===== src/rtl/sirq_pkg.sv =====
package sirq_pkg;

  // Smallest frame count a transfer may carry; the 4-bit code adds to it.
  localparam int unsigned MIN_FRAMES = 17;

  typedef enum logic [2:0] {
    ST_IDLE,   // line released, counting idle clocks
    ST_SLO,    // Start low, host driving
    ST_SHI,    // Start driven high (clock 0 of frame timing)
    ST_STA,    // Start turn-around
    ST_FRM,    // data frames: sample, recovery, turn-around
    ST_PLO,    // Stop low
    ST_PHI     // Stop driven high
  } sirq_st_e;

  // Total Start low clocks for a width code; the spare code maps to the widest.
  function automatic logic [3:0] start_clocks(input logic [1:0] sel);
    case (sel)
      2'b00:   return 4'd4;
      2'b01:   return 4'd6;
      default: return 4'd8;
    endcase
  endfunction

  // Number of frames carried for a frame-count code.
  function automatic logic [5:0] frame_total(input logic [3:0] code);
    return 6'(MIN_FRAMES) + {2'b00, code};
  endfunction

  // Stop low clocks: short for Quiet, long for Continuous.
  function automatic logic [1:0] stop_clocks(input logic quiet);
    return quiet ? 2'd2 : 2'd3;
  endfunction

endpackage


===== src/rtl/sirq_seq.sv =====
module sirq_seq
  import sirq_pkg::*;
#(
  parameter int unsigned FRAMES_MAX = 32,
  parameter int unsigned GAP_W      = 4,
  localparam int unsigned IDX_W     = $clog2(FRAMES_MAX)
) (
  input  logic             clk,
  input  logic             rst_n,
  input  logic             bus_in,
  input  logic             host_kick,
  input  logic             quiet_req,
  input  logic [1:0]       width_sel,
  input  logic [3:0]       frames_sel,
  input  logic [GAP_W-1:0] gap_min,
  output logic             drive_en,
  output logic             drive_val,
  output logic             samp_stb,
  output logic [IDX_W-1:0] samp_idx,
  output logic             quiet_q,
  output logic             host_go,
  output logic             slave_go
);

  sirq_st_e         st;
  logic [2:0]       lo_left;
  logic [1:0]       ph;
  logic [IDX_W-1:0] fidx;
  logic [IDX_W-1:0] last_idx;
  logic [IDX_W-1:0] new_last;
  logic [GAP_W-1:0] idle_cnt;
  logic [GAP_W-1:0] gap_eff;
  logic [3:0]       sw;
  logic [5:0]       tot;
  logic [5:0]       tot_lim;
  logic             idle_ok;

  always_comb begin
    sw       = start_clocks(width_sel);
    tot      = frame_total(frames_sel);
    tot_lim  = (tot > 6'(FRAMES_MAX)) ? 6'(FRAMES_MAX) : tot;
    new_last = IDX_W'(tot_lim - 6'd1);
    gap_eff  = (gap_min == '0) ? GAP_W'(1) : gap_min;
    idle_ok  = idle_cnt >= (gap_eff - GAP_W'(1));
    // a slave may only open in Quiet mode, never in the turn-around clock
    slave_go = (st == ST_IDLE) && quiet_q && (idle_cnt != '0) && !bus_in;
    host_go  = (st == ST_IDLE) && !slave_go && idle_ok && (!quiet_q || host_kick);
  end

  always_ff @(posedge clk or negedge rst_n) begin
    if (!rst_n) begin
      st       <= ST_IDLE;
      lo_left  <= '0;
      ph       <= '0;
      fidx     <= '0;
      last_idx <= '0;
      idle_cnt <= '0;
      quiet_q  <= 1'b0;
    end else begin
      case (st)
        ST_IDLE: begin
          if (slave_go || host_go) begin
            st       <= ST_SLO;
            // the slave's own low clock counts toward the width
            lo_left  <= slave_go ? 3'(sw - 4'd2) : 3'(sw - 4'd1);
            last_idx <= new_last;
          end else if (idle_cnt != '1) begin
            idle_cnt <= idle_cnt + GAP_W'(1);
          end
        end
        ST_SLO: begin
          if (lo_left == 3'd0) st <= ST_SHI;
          else lo_left <= lo_left - 3'd1;
        end
        ST_SHI: st <= ST_STA;
        ST_STA: begin
          st   <= ST_FRM;
          ph   <= 2'd0;
          fidx <= '0;
        end
        ST_FRM: begin
          if (ph == 2'd2) begin
            ph <= 2'd0;
            if (fidx == last_idx) begin
              st      <= ST_PLO;
              lo_left <= 3'(stop_clocks(quiet_req) - 2'd1);
              quiet_q <= quiet_req;
            end else begin
              fidx <= fidx + IDX_W'(1);
            end
          end else begin
            ph <= ph + 2'd1;
          end
        end
        ST_PLO: begin
          if (lo_left == 3'd0) st <= ST_PHI;
          else lo_left <= lo_left - 3'd1;
        end
        ST_PHI: begin
          st       <= ST_IDLE;
          idle_cnt <= '0;
        end
        default: st <= ST_IDLE;
      endcase
    end
  end

  assign drive_en  = (st == ST_SLO) || (st == ST_SHI) || (st == ST_PLO) || (st == ST_PHI);
  assign drive_val = (st == ST_SHI) || (st == ST_PHI);
  assign samp_stb  = (st == ST_FRM) && (ph == 2'd0);
  assign samp_idx  = fidx;

endmodule


===== src/rtl/sirq_capture.sv =====
module sirq_capture #(
  parameter int unsigned FRAMES_MAX = 32,
  localparam int unsigned IDX_W     = $clog2(FRAMES_MAX)
) (
  input  logic                  clk,
  input  logic                  rst_n,
  input  logic                  bus_in,
  input  logic                  stb,
  input  logic [IDX_W-1:0]      idx,
  output logic [FRAMES_MAX-1:0] q
);

  for (genvar i = 0; i < FRAMES_MAX; i++) begin : g_slot
    logic bit_q;
    always_ff @(posedge clk or negedge rst_n) begin
      if (!rst_n) bit_q <= 1'b1;
      else if (stb && (idx == IDX_W'(i))) bit_q <= bus_in;
    end
    assign q[i] = bit_q;
  end

endmodule


===== src/rtl/sirq_host.sv =====
module sirq_host #(
  parameter int unsigned FRAMES_MAX = 32,
  parameter int unsigned GAP_W      = 4,
  localparam int unsigned IDX_W     = $clog2(FRAMES_MAX)
) (
  input  logic                  clk,
  input  logic                  rst_n,
  input  logic                  line_in,
  input  logic                  host_kick,
  input  logic                  quiet_next,
  input  logic [1:0]            width_sel,
  input  logic [3:0]            frames_sel,
  input  logic [GAP_W-1:0]      idle_gap,
  output logic                  line_oe,
  output logic                  line_drv,
  output logic [FRAMES_MAX-1:0] frame_q
);

  // named internal events, watched by the bound checker
  logic             samp_stb;
  logic [IDX_W-1:0] samp_idx;
  logic             mode_quiet;
  logic             host_go;
  logic             slave_go;

  sirq_seq #(.FRAMES_MAX(FRAMES_MAX), .GAP_W(GAP_W)) u_seq (
    .clk        (clk),
    .rst_n      (rst_n),
    .bus_in     (line_in),
    .host_kick  (host_kick),
    .quiet_req  (quiet_next),
    .width_sel  (width_sel),
    .frames_sel (frames_sel),
    .gap_min    (idle_gap),
    .drive_en   (line_oe),
    .drive_val  (line_drv),
    .samp_stb   (samp_stb),
    .samp_idx   (samp_idx),
    .quiet_q    (mode_quiet),
    .host_go    (host_go),
    .slave_go   (slave_go)
  );

  sirq_capture #(.FRAMES_MAX(FRAMES_MAX)) u_cap (
    .clk    (clk),
    .rst_n  (rst_n),
    .bus_in (line_in),
    .stb    (samp_stb),
    .idx    (samp_idx),
    .q      (frame_q)
  );

endmodule


===== config.mk =====
export PLATFORM = sky130hd
export DESIGN_NAME = sirq_host
export DESIGN_NICKNAME = d
export VERILOG_FILES = /design/src/rtl/sirq_pkg.sv /design/src/rtl/sirq_seq.sv /design/src/rtl/sirq_capture.sv /design/src/rtl/sirq_host.sv
export SDC_FILE = /design/constraint.sdc
export NUM_CORES = 1
export LEC_CHECK = 0
export ABC_CLOCK_PERIOD_IN_PS = 3000
export BUFFER_PORTS_ARGS = -buffer_cell sky130_fd_sc_hd__clkbuf_2
export CAP_MARGIN = 40
export CORE_MARGIN = 2
export CORE_UTILIZATION = 55
export CTS_BUF_LIST = sky130_fd_sc_hd__clkbuf_8
export CTS_CLUSTER_DIAMETER = 60
export DETAILED_ROUTE_END_ITERATION = 6
export GPL_TIMING_DRIVEN = 1
export PLACE_DENSITY = 0.73
export SLEW_MARGIN = 20
export SYNTH_ARGS = -nofsm -noshare
export SYNTH_HDL_FRONTEND = slang
export SYNTH_SLANG_ARGS = --single-unit

===== constraint.sdc =====
create_clock -name clk -period 3 [get_ports clk]
set_clock_uncertainty 0.15 [all_clocks]
set_input_delay 0.45 -clock clk [delete_from_list [all_inputs] [get_ports clk]]
set_output_delay 0.45 -clock clk [all_outputs]
set_load 0.005 [all_outputs]

Yosys cells after proc, flatten, opt, wreduce, memory -nomap -nowiden
Cells that the tools add are included.

Shifts and indexed selects: 0. Mux-type cells: 24. Add/subtract/negate cells: 10. Equality and inequality tests: 50. $mul: 0. Reductions and logical operators: 65. Magnitude comparators: 2. Bitwise gates (word level): 0. Div/mod/pow operators: 0.

Operators with widths (number): == test 5 bit, second input constant (16); == test 5 x 4 -> 1 bit, second input constant (8); logical AND 1 bit (39); two-way mux 3 bit (10); == test 5 x 3 -> 1 bit, second input constant (4); case mux 3 bit (6 select lines) (1); two-way mux 5 bit (3); two-way mux 4 bit (3); == test 5 x 2 -> 1 bit, second input constant (2); inequality test 2 bit, second input constant (5); case mux 5 bit (2 select lines) (1); AND reduction 5 bit (2); == test 3 bit, second input constant (3); case mux 3 bit (3 select lines) (1); AND reduction 3 bit (3); inequality test 2 x 1 -> 1 bit, second input constant (4); case mux 4 bit (2 select lines) (1); adder 5 x 4 -> 6 bit, first input constant (1); == test 3 x 2 -> 1 bit, second input constant (2); greater-than comparator 6 bit, second input constant (1); logical NOT 3 bit (2); logical OR 1 bit (6); case mux 3 bit (2 select lines) (1); subtractor 3 x 1 -> 3 bit, second input constant (2); other kinds (26) (30).

RAM bits: 0. Memory bits (read-only): 0. Word-level logic and storage cells: 190. Flip-flop bits (word level): 55. Memories kept: 0. Bits in latches: 0. Bits of input ports: 15.

Logic depth before layout (Yosys ltp)
Gate-level depths: netlist (run 1).

Depth in word-level cells: 11. Depth in mapped cells: 10.

Hierarchy
A second synthesis (run 1) with hierarchy kept.

Cells, all modules: 333. Area total of the unflattened synthesis: 3378.2 sq um.

By module, submodules not included: sirq_capture (cells an instance 151, area an instance 1780.5 sq um, times used 1, sequential area each 840.8 sq um); sirq_seq (cells an instance 182, area an instance 1597.8 sq um, times used 1, sequential area each 575.6 sq um).

Worst setup path before layout (run 1)
OpenSTA, ideal clock, no wires.

Path type: in2reg. Start point: input idle_gap[1]. End point: register u_seq.idle_cnt[0]. Setup time: 0.125 ns. Path buffers: 0. Arrival: 2.487 ns. Setup slack: 0.238 ns. Cell stages on the path: 10. Path through: nor3_1 nor2_1 ha_1 xnor2_1 ha_1 a211o_1 a31oi_1 o22ai_1 a21boi_0 mux2_2.

Word-level cells in the longest chain between the ends: 9.

RTL lines: from (decl) (line sirq_host.sv:13) `input logic [GAP_W-1:0] idle_gap,`; logical NOT 4 bit (line sirq_seq.sv:43) `gap_eff = (gap_min == '0) ? GAP_W'(1) : gap_min;`; two-way mux 4 bit (*) (line sirq_seq.sv:43); subtractor 4 x 1 -> 4 bit (*) (line sirq_seq.sv:44) `idle_ok = idle_cnt >= (gap_eff - GAP_W'(1));`; greater-or-equal comparator 4 bit (*) (line sirq_seq.sv:44); logical AND 1 bit (*) (2 in a row) (line sirq_seq.sv:47) `host_go = (st == ST_IDLE) && !slave_go && idle_ok && (!quiet_q || host_kick);`; logical OR 1 bit (*) (line sirq_seq.sv:62) `if (slave_go || host_go) begin`; inequality test 2 bit (no source line) (*); AND reduction 3 bit (no source line) (*); to (signal assigned) (line sirq_seq.sv:68) `idle_cnt <= idle_cnt + GAP_W'(1);`; to (decl) (line sirq_seq.sv:31) `logic [GAP_W-1:0] idle_cnt;`.

Every way passes the cells marked *; elsewhere a longest branch is shown, timed or not. A chain may end at the register's enable or synchronous reset.

Worst setup path after layout (run 1)
Same ends and word-level chain as after synthesis.

==> results of run 1 <==
per-stage QoR:
step	cells	hold slack, ps	cell area (sq um)	util [%]	worst slack (ps)
floorplan	335	4.41	3380	-	238
global route	431	290	3600	60.8	124
finish	431	276	3600	60.8	357
CTS	429	77.3	3570	60.3	350
detailed placement	421	351	3470	58.7	14.8
global placement	421	349	3470	58.7	92.4
flip-flops by register name, summed over array words and instances (netlist names):
name and flops:
u_seq.lo_left 3, u_seq.quiet_q 1, u_seq.last_idx 5, u_seq.samp_idx 5, u_seq.ph 2, u_cap.g_slot.bit_q 32
u_seq.st 3, u_seq.idle_cnt 4
cell families (layout without fill, tap and decap cells):
group	Yosys count	count (layout)	share of synthesized area, %
AND/OR/NAND/NOR	101	101	15.2
adder cells (fa/ha/maj)	17	17	6.30
flip-flops	55	55	41.9
XOR/XNOR	8	8	2.07
buffers and inverters	63	84	10.7
AO/OA/AOI/OAI	46	46	8.60
multiplexers	45	45	15.2
layout make-up:
type / count / share of cell area, %
clock inverter: 2 / 0.348
tap: 75 / 2.61
multi-input combinational: 217 / 44.4
sequential: 55 / 39.4
inverter: 19 / 1.98
timing repair buffer: 57 / 8.97
clock buffer: 6 / 2.29
final timing paths:
kind	cells after the start	start	slack, ps	to
min in group asynchronous	2	rst_n	500	u_cap.g_slot[24].bit_q
worst min-delay path	3	quiet_next	280	u_seq.quiet_q
worst max register to register	5	u_seq.st[0]	630	u_cap.g_slot[19].bit_q
max in group asynchronous	4	rst_n	1860	u_seq.st[0]
worst max-delay path	11	idle_gap[1]	360	u_seq.idle_cnt[0]
worst min register to register	1	u_seq.lo_left[1]	370	u_seq.lo_left[1]
critical path, cell delays in order:
cell and delay [ps]:
clkbuf_2 100, nor3_1 180, nor2_1 80, ha_1 200
xnor2_1 130, ha_1 310, a211o_1 300, a31oi_1 140
o22ai_1 170, a21boi_0 270, mux2_2 360
per-layer routing:
layer / wire length (um) / global-route usage (%)
met1: 2730 / 25.8
met2: 3000 / 33.0
met3: 205 / 3.59
met4: 163 / 9.33
met5: 0 / 0
synthesized netlist by cell type (all sizes together) (2+ instances only):
cell type	number
nor4	2
nor2	22
dfstp	32
clkbuf	7
or3	3
ha	17
nand3b	2
inv	19
xnor2	8
dfrtp	23
mux2	39
a21oi	12
nand2b	10
nand3	3
nor4b	2
o21ai	13
a211o	2
mux2i	6
buf	37
nand2	37
nor3	9
nand4	4
o22ai	5
o31ai	3
power breakdown:
| group | internal (mW) | switching (mW) | leakage [nW] | total (mW) |
|---|---|---|---|---|
| clock | 0.186 | 0.244 | 0.0526 | 0.430 |
| combinational | 0.521 | 0.528 | 0.913 | 1.05 |
| sequential | 0.957 | 0.202 | 0.616 | 1.16 |
==> run_results.csv, run 1 <==
group,metric,value,unit
run_status,status,"finished, final reports clean",
sta,fin_tns_setup,0,ps
sta,hold_viol,0,
die,start_util,57.0,%
critical_path,arrival,2700,ps
sta,finalCritPeriodShare,88.1,%
yosys,synth_cells,335,
yosys,yosysWarningCount,0,
power_and_ir_drop,powerDensity,733,nW/um^2
yosys,ys.flop_type,"dfstp_2",
die,die_h,82.4,um
power_and_ir_drop,power_leakage,1.58,nW
critical_path,critPathKind,"primary input to flop",
cts,cts_tree,"done",
placed_design,io_buffers,48,
drt,firstDrtPassIters,4,
job,cap_viol_max_count,0,
cts,hold_buffers,0,
cts,insertion_delay,320,ps
drt,post_drt_wl_per_cell,14.2,um
yosys,seq_area_frac_synth,41.9,%
yosys,synthTopCellsByArea,"dfstp_2, dfrtp_1, mux2_2, buf_4, ha_1",
cells_and_area,n_antenna_cell,0,
cts,numCtsBuffers,5,
drt,vias_per_cell,5.39,
yosys,synth_top_area_cell,"dfstp_2",
die,io_pins,49,
cells_and_area,final_common_cell,"clkbuf_2",
cts,clk_pin_slew_worst_paths,90,ps
die,rows,28,
grt,grt_max_degree,33,
yosys,synth-seq-cells,55,
grt,grt_usage,20.1,%
critical_path,cp-end-kind,"flop",
die,die_area,6780,sq um
drt,drt_iter0_markers,92,
drt,wl,6100,um
cells_and_area,syn2layout_area_growth,6.56,%
yosys,netlist_area,3380,sq um
yosys,synth_edf_count,0,
drt,ant_nets,0,
yosys,yosysTopAreaCellShare,24.9,%
sta,worstMarginPinSlew,613,ps
cts,clock_path_buffers,2,
grt,grt_pass1_wl,10500,um
die,dieWidth,82.4,um
cells_and_area,multi_input_area,1600,sq um
critical_path,required,3050,ps
placed_design,place_hpwl,4680,um
sta,finalSetupViolCount,0,
cells_and_area,mostFrequentLayoutCells,"clkbuf_2, nand2_1, mux2_2",
yosys,postSynthAreaPerCell,10.1,sq um
grt,grt-ovfl-total,0,
cells_and_area,drive_gt1_share,39.3,%
yosys,synthDistinctLibCells,47,
yosys,ys_async_sr_fraction,100,%
cts,ctsRootBufferMaster,"clkbuf_8",
die,core-area,5920,sq um
cts,cts-resized-gates,0,
cells_and_area,final_nets,387,
placed_design,gp_congestion,0.775,
sta,finalCriticalPeriod,2640,ps
power_and_ir_drop,power,2.64,mW
sta,drv_slew,0,
cells_and_area,regArea,1420,sq um
critical_path,cp-start-kind,"primary input",
cts,cts_setup_buffers,0,
drt,vias,2324,
grt,antenna_found_initial,0,
min_path,min_path_type,"primary input to flop",
yosys,syn_nets,367,
sta,slew_headroom,58.8,%
cells_and_area,fillers,509,
cts,cts_num_sinks,55,
grt,grt_pass1_vias,2307,
critical_path,cp_max_fo,5,
sta,rsz0062_at_grt,"false",
cts,cts_max_level,2,
drt,drc,0,
sta,max_freq,378,MHz
power_and_ir_drop,vdd_drop_max,0.417,mV
(Power assumes the default switching activity.)
==> inputs of run 2 (changes only) <==
--- a/config.mk
+++ b/config.mk
@@ -5,16 +5,16 @@
 export SDC_FILE = /design/constraint.sdc
 export NUM_CORES = 1
 export LEC_CHECK = 0
-export ABC_CLOCK_PERIOD_IN_PS = 3000
+export ABC_CLOCK_PERIOD_IN_PS = 2420
 export BUFFER_PORTS_ARGS = -buffer_cell sky130_fd_sc_hd__clkbuf_2
 export CAP_MARGIN = 40
-export CORE_MARGIN = 2
-export CORE_UTILIZATION = 55
+export CORE_MARGIN = 5
+export CORE_UTILIZATION = 54
 export CTS_BUF_LIST = sky130_fd_sc_hd__clkbuf_8
 export CTS_CLUSTER_DIAMETER = 60
 export DETAILED_ROUTE_END_ITERATION = 6
 export GPL_TIMING_DRIVEN = 1
-export PLACE_DENSITY = 0.73
+export PLACE_DENSITY = 0.75
 export SLEW_MARGIN = 20
 export SYNTH_ARGS = -nofsm -noshare
 export SYNTH_HDL_FRONTEND = slang
==> constraint.sdc (replaced) <==
create_clock -name clk -period 2.42 [get_ports clk]
set_clock_uncertainty 0.15 [all_clocks]
set_input_delay 0.363 -clock clk [delete_from_list [all_inputs] [get_ports clk]]
set_output_delay 0.363 -clock clk [all_outputs]
set_load 0.005 [all_outputs]
==> run 2 against run 1 <==
Compared with the run above: critical path type unchanged; critical path depth is the same; sequential share of layout area decreased by 1.6 points; sequential power is 19% higher; first-iteration DRC count fell by 5.4%; clock-buffer cell count fell by 1; routed wire length up 4.9%; via count grew 2.2%; non-clock buffer count up 15.
==> run_results.csv, run 2 (synthesis results as in run 1) <==
group,metric,value,unit
run_status,status,"finished, final reports clean",
sta,finalSetupViolCount,0,
drt,vias,2374,
cts,cts_max_level,2,
power_and_ir_drop,p_clk_share,14.8,%
die,core-area,5990,sq um
critical_path,slowest_delay,310,ps
placed_design,place_hpwl,4740,um
cells_and_area,final_nets,402,
power_and_ir_drop,seqPwrFrac,40.0,%
critical_path,crit_path_cell_trace,"clkbuf_2 -> nor3_2 -> nor2_1 -> ha_2 -> xnor2_1 -> ha_1 -> a211o_1 -> a31oi_1 -> o22ai_2 -> o2111a_2 -> mux2_2",
critical_path,arrival,2460,ps
grt,grt_usage,16.8,%
grt,grt-ovfl-total,0,
sta,slew_headroom,63.4,%
cells_and_area,fillers,504,
critical_path,cp_max_fo,4,
cts,clock_path_buffers,2,
placed_design,gp_congestion,0.773,
min_path,hold_end,"u_seq.quiet_q",
critical_path,r2r_cells,6,
sta,finalCriticalPeriod,2410,ps
placed_design,place_ws,-373,ps
sta,hold_viol,0,
critical_path,cp-end-kind,"flop",
critical_path,reg2reg_from,"u_seq.idle_cnt[2]",
grt,grt_pass1_vias,2317,
sta,max_freq,414,MHz
cells_and_area,regMostFlops,"u_cap.g_slot.bit_q",
sta,finalCritPeriodShare,99.8,%
cells_and_area,largest_reg_flops,32,
grt,antenna_found_initial,0,
critical_path,worstReg2RegEnd,"u_seq.lo_left[1]",
cts,cts_num_sinks,55,
critical_path,required,2470,ps
power_and_ir_drop,p_sw_share,36.8,%
min_path,min_path_type,"primary input to flop",
power_and_ir_drop,vdd_drop_max,0.730,mV
drt,vias_per_cell,5.32,
drt,drt_iter0_markers,87,
cts,cts_tree,"done",
drt,post_drt_wl_per_cell,14.4,um
drt,ant_nets,0,
critical_path,r2r_slack,210,ps
job,cap_viol_max_count,0,
cells_and_area,multi_input_area,1640,sq um
placed_design,placedInstanceArea,3600,sq um
cts,insertion_delay,310,ps
drt,firstDrtPassIters,4,
critical_path,cp-start-kind,"primary input",
die,start_util,56.4,%
cells_and_area,mostFrequentLayoutCells,"clkbuf_2, nand2_1, mux2_2, dfstp_2, dfrtp_1",
critical_path,critPathKind,"primary input to flop",
cells_and_area,finish.instance_area,3750,sq um
min_path,min_from,"quiet_next",
critical_path,slowest_stage,"ha_1",
cells_and_area,syn2layout_area_growth,10.9,%
sta,drv_slew,0,
die,io_pins,49,
cells_and_area,final_common_cell,"clkbuf_2",
cts,ctsRootBufferMaster,"clkbuf_8",
cells_and_area,n_antenna_cell,0,
drt,drc,0,
cts,clk_pin_slew_worst_paths,90,ps
power_and_ir_drop,powerDensity,920,nW/um^2
placed_design,io_buffers,48,
cells_and_area,drive_gt1_share,43.9,%
grt,grt_pass1_wl,10600,um
power_and_ir_drop,power.internal,2.18,mW
sta,fin_tns_setup,0,ps
power_and_ir_drop,power_leakage,1.67,nW
die,die_area,7940,sq um
cells_and_area,regArea,1420,sq um
die,rows,28,
die,dieWidth,89.1,um
power_and_ir_drop,combPwrFrac,45.2,%
cts,numCtsBuffers,5,
power_and_ir_drop,p_switching,1.27,mW
grt,grt_max_degree,29,
die,die_h,89.1,um
cells_and_area,finish.utilization,62.5,%
sta,setup_ws,5.26,ps
sta,rsz0062_at_grt,"true",
sta,worstMarginPinSlew,550,ps
drt,wl,6410,um
min_path,whs_path_depth,3,
-- run 2: changes by cell type in the layout (fill, tap and decap cells not counted), moves of 2 or more --
cell     before  now
a21oi_1      12   10
mux2_2       35   32
buf_4         7   22
a21oi_2       0    2
mux2_4        4    7
-- run 2: power by group through the flow --
stage | registers [mW] | clock network, mW | logic (mW)
floorplan | 1.34 | 0 | 1.12
global placement | 1.37 | 0 | 1.43
detailed placement | 1.38 | 0 | 1.47
CTS | 1.37 | 0.525 | 1.50
global route | 1.41 | 0.555 | 1.76
finish | 1.38 | 0.510 | 1.56
-- run 2: per-stage QoR --
stage	total power [mW]	std cells	hold slack, ps
after floorplan	2.46	335	-82.6
after global placement	2.81	434	227
after detailed placement	2.85	434	229
after CTS	3.39	444	182
after global routing	3.73	446	200
final	3.45	446	193
-- run 2: critical path: cells and delay by family --
family	cells	cell delay [ps]
AND/OR/NAND/NOR	2	230
adder cells (fa/ha/maj)	2	480
buffers and inverters	1	100
AO/OA/AOI/OAI	4	890
XOR/XNOR	1	130
multiplexers	1	270
-- run 2: metal layers --
metal  vias up  track usage (%)  wire length (um)
met5         -                0                 0
met4         0             4.47                64
met3         8             3.69               307
met2        51             28.7              3230
met1      1122             21.6              2800
li1       1193                -                 -
-- run 2: what timing repair did --
item                                    CTS  global route
buffers inserted                          1             2
endpoints found under the setup margin    6            10
endpoints found under the hold margin     5             0
gates resized for setup                   1             6
hold buffers                              1             0
pin swaps                                 0             8
-- run 2: how the worst max path moves through the flow --
stage	slack (ps)	start	endpoint
global route	-70	idle_gap[2]	u_seq.lo_left[0]
detailed placement	-370	idle_gap[1]	u_seq.last_idx[4]
global placement	-290	idle_gap[1]	u_seq.last_idx[2]
floorplan	-110	idle_gap[1]	u_seq.lo_left[1]
finish	5	idle_gap[2]	u_seq.lo_left[1]
CTS	-2	idle_gap[1]	u_seq.lo_left[2]
-- run 2: cell type report --
type                       instances  share of cell area, %
clock buffer                       5                   1.84
clock inverter                     3                  0.568
inverter                          19                   1.90
multi-input combinational        217                   43.8
sequential                        55                   37.8
tap                               75                   2.51
timing repair buffer              72                   11.6
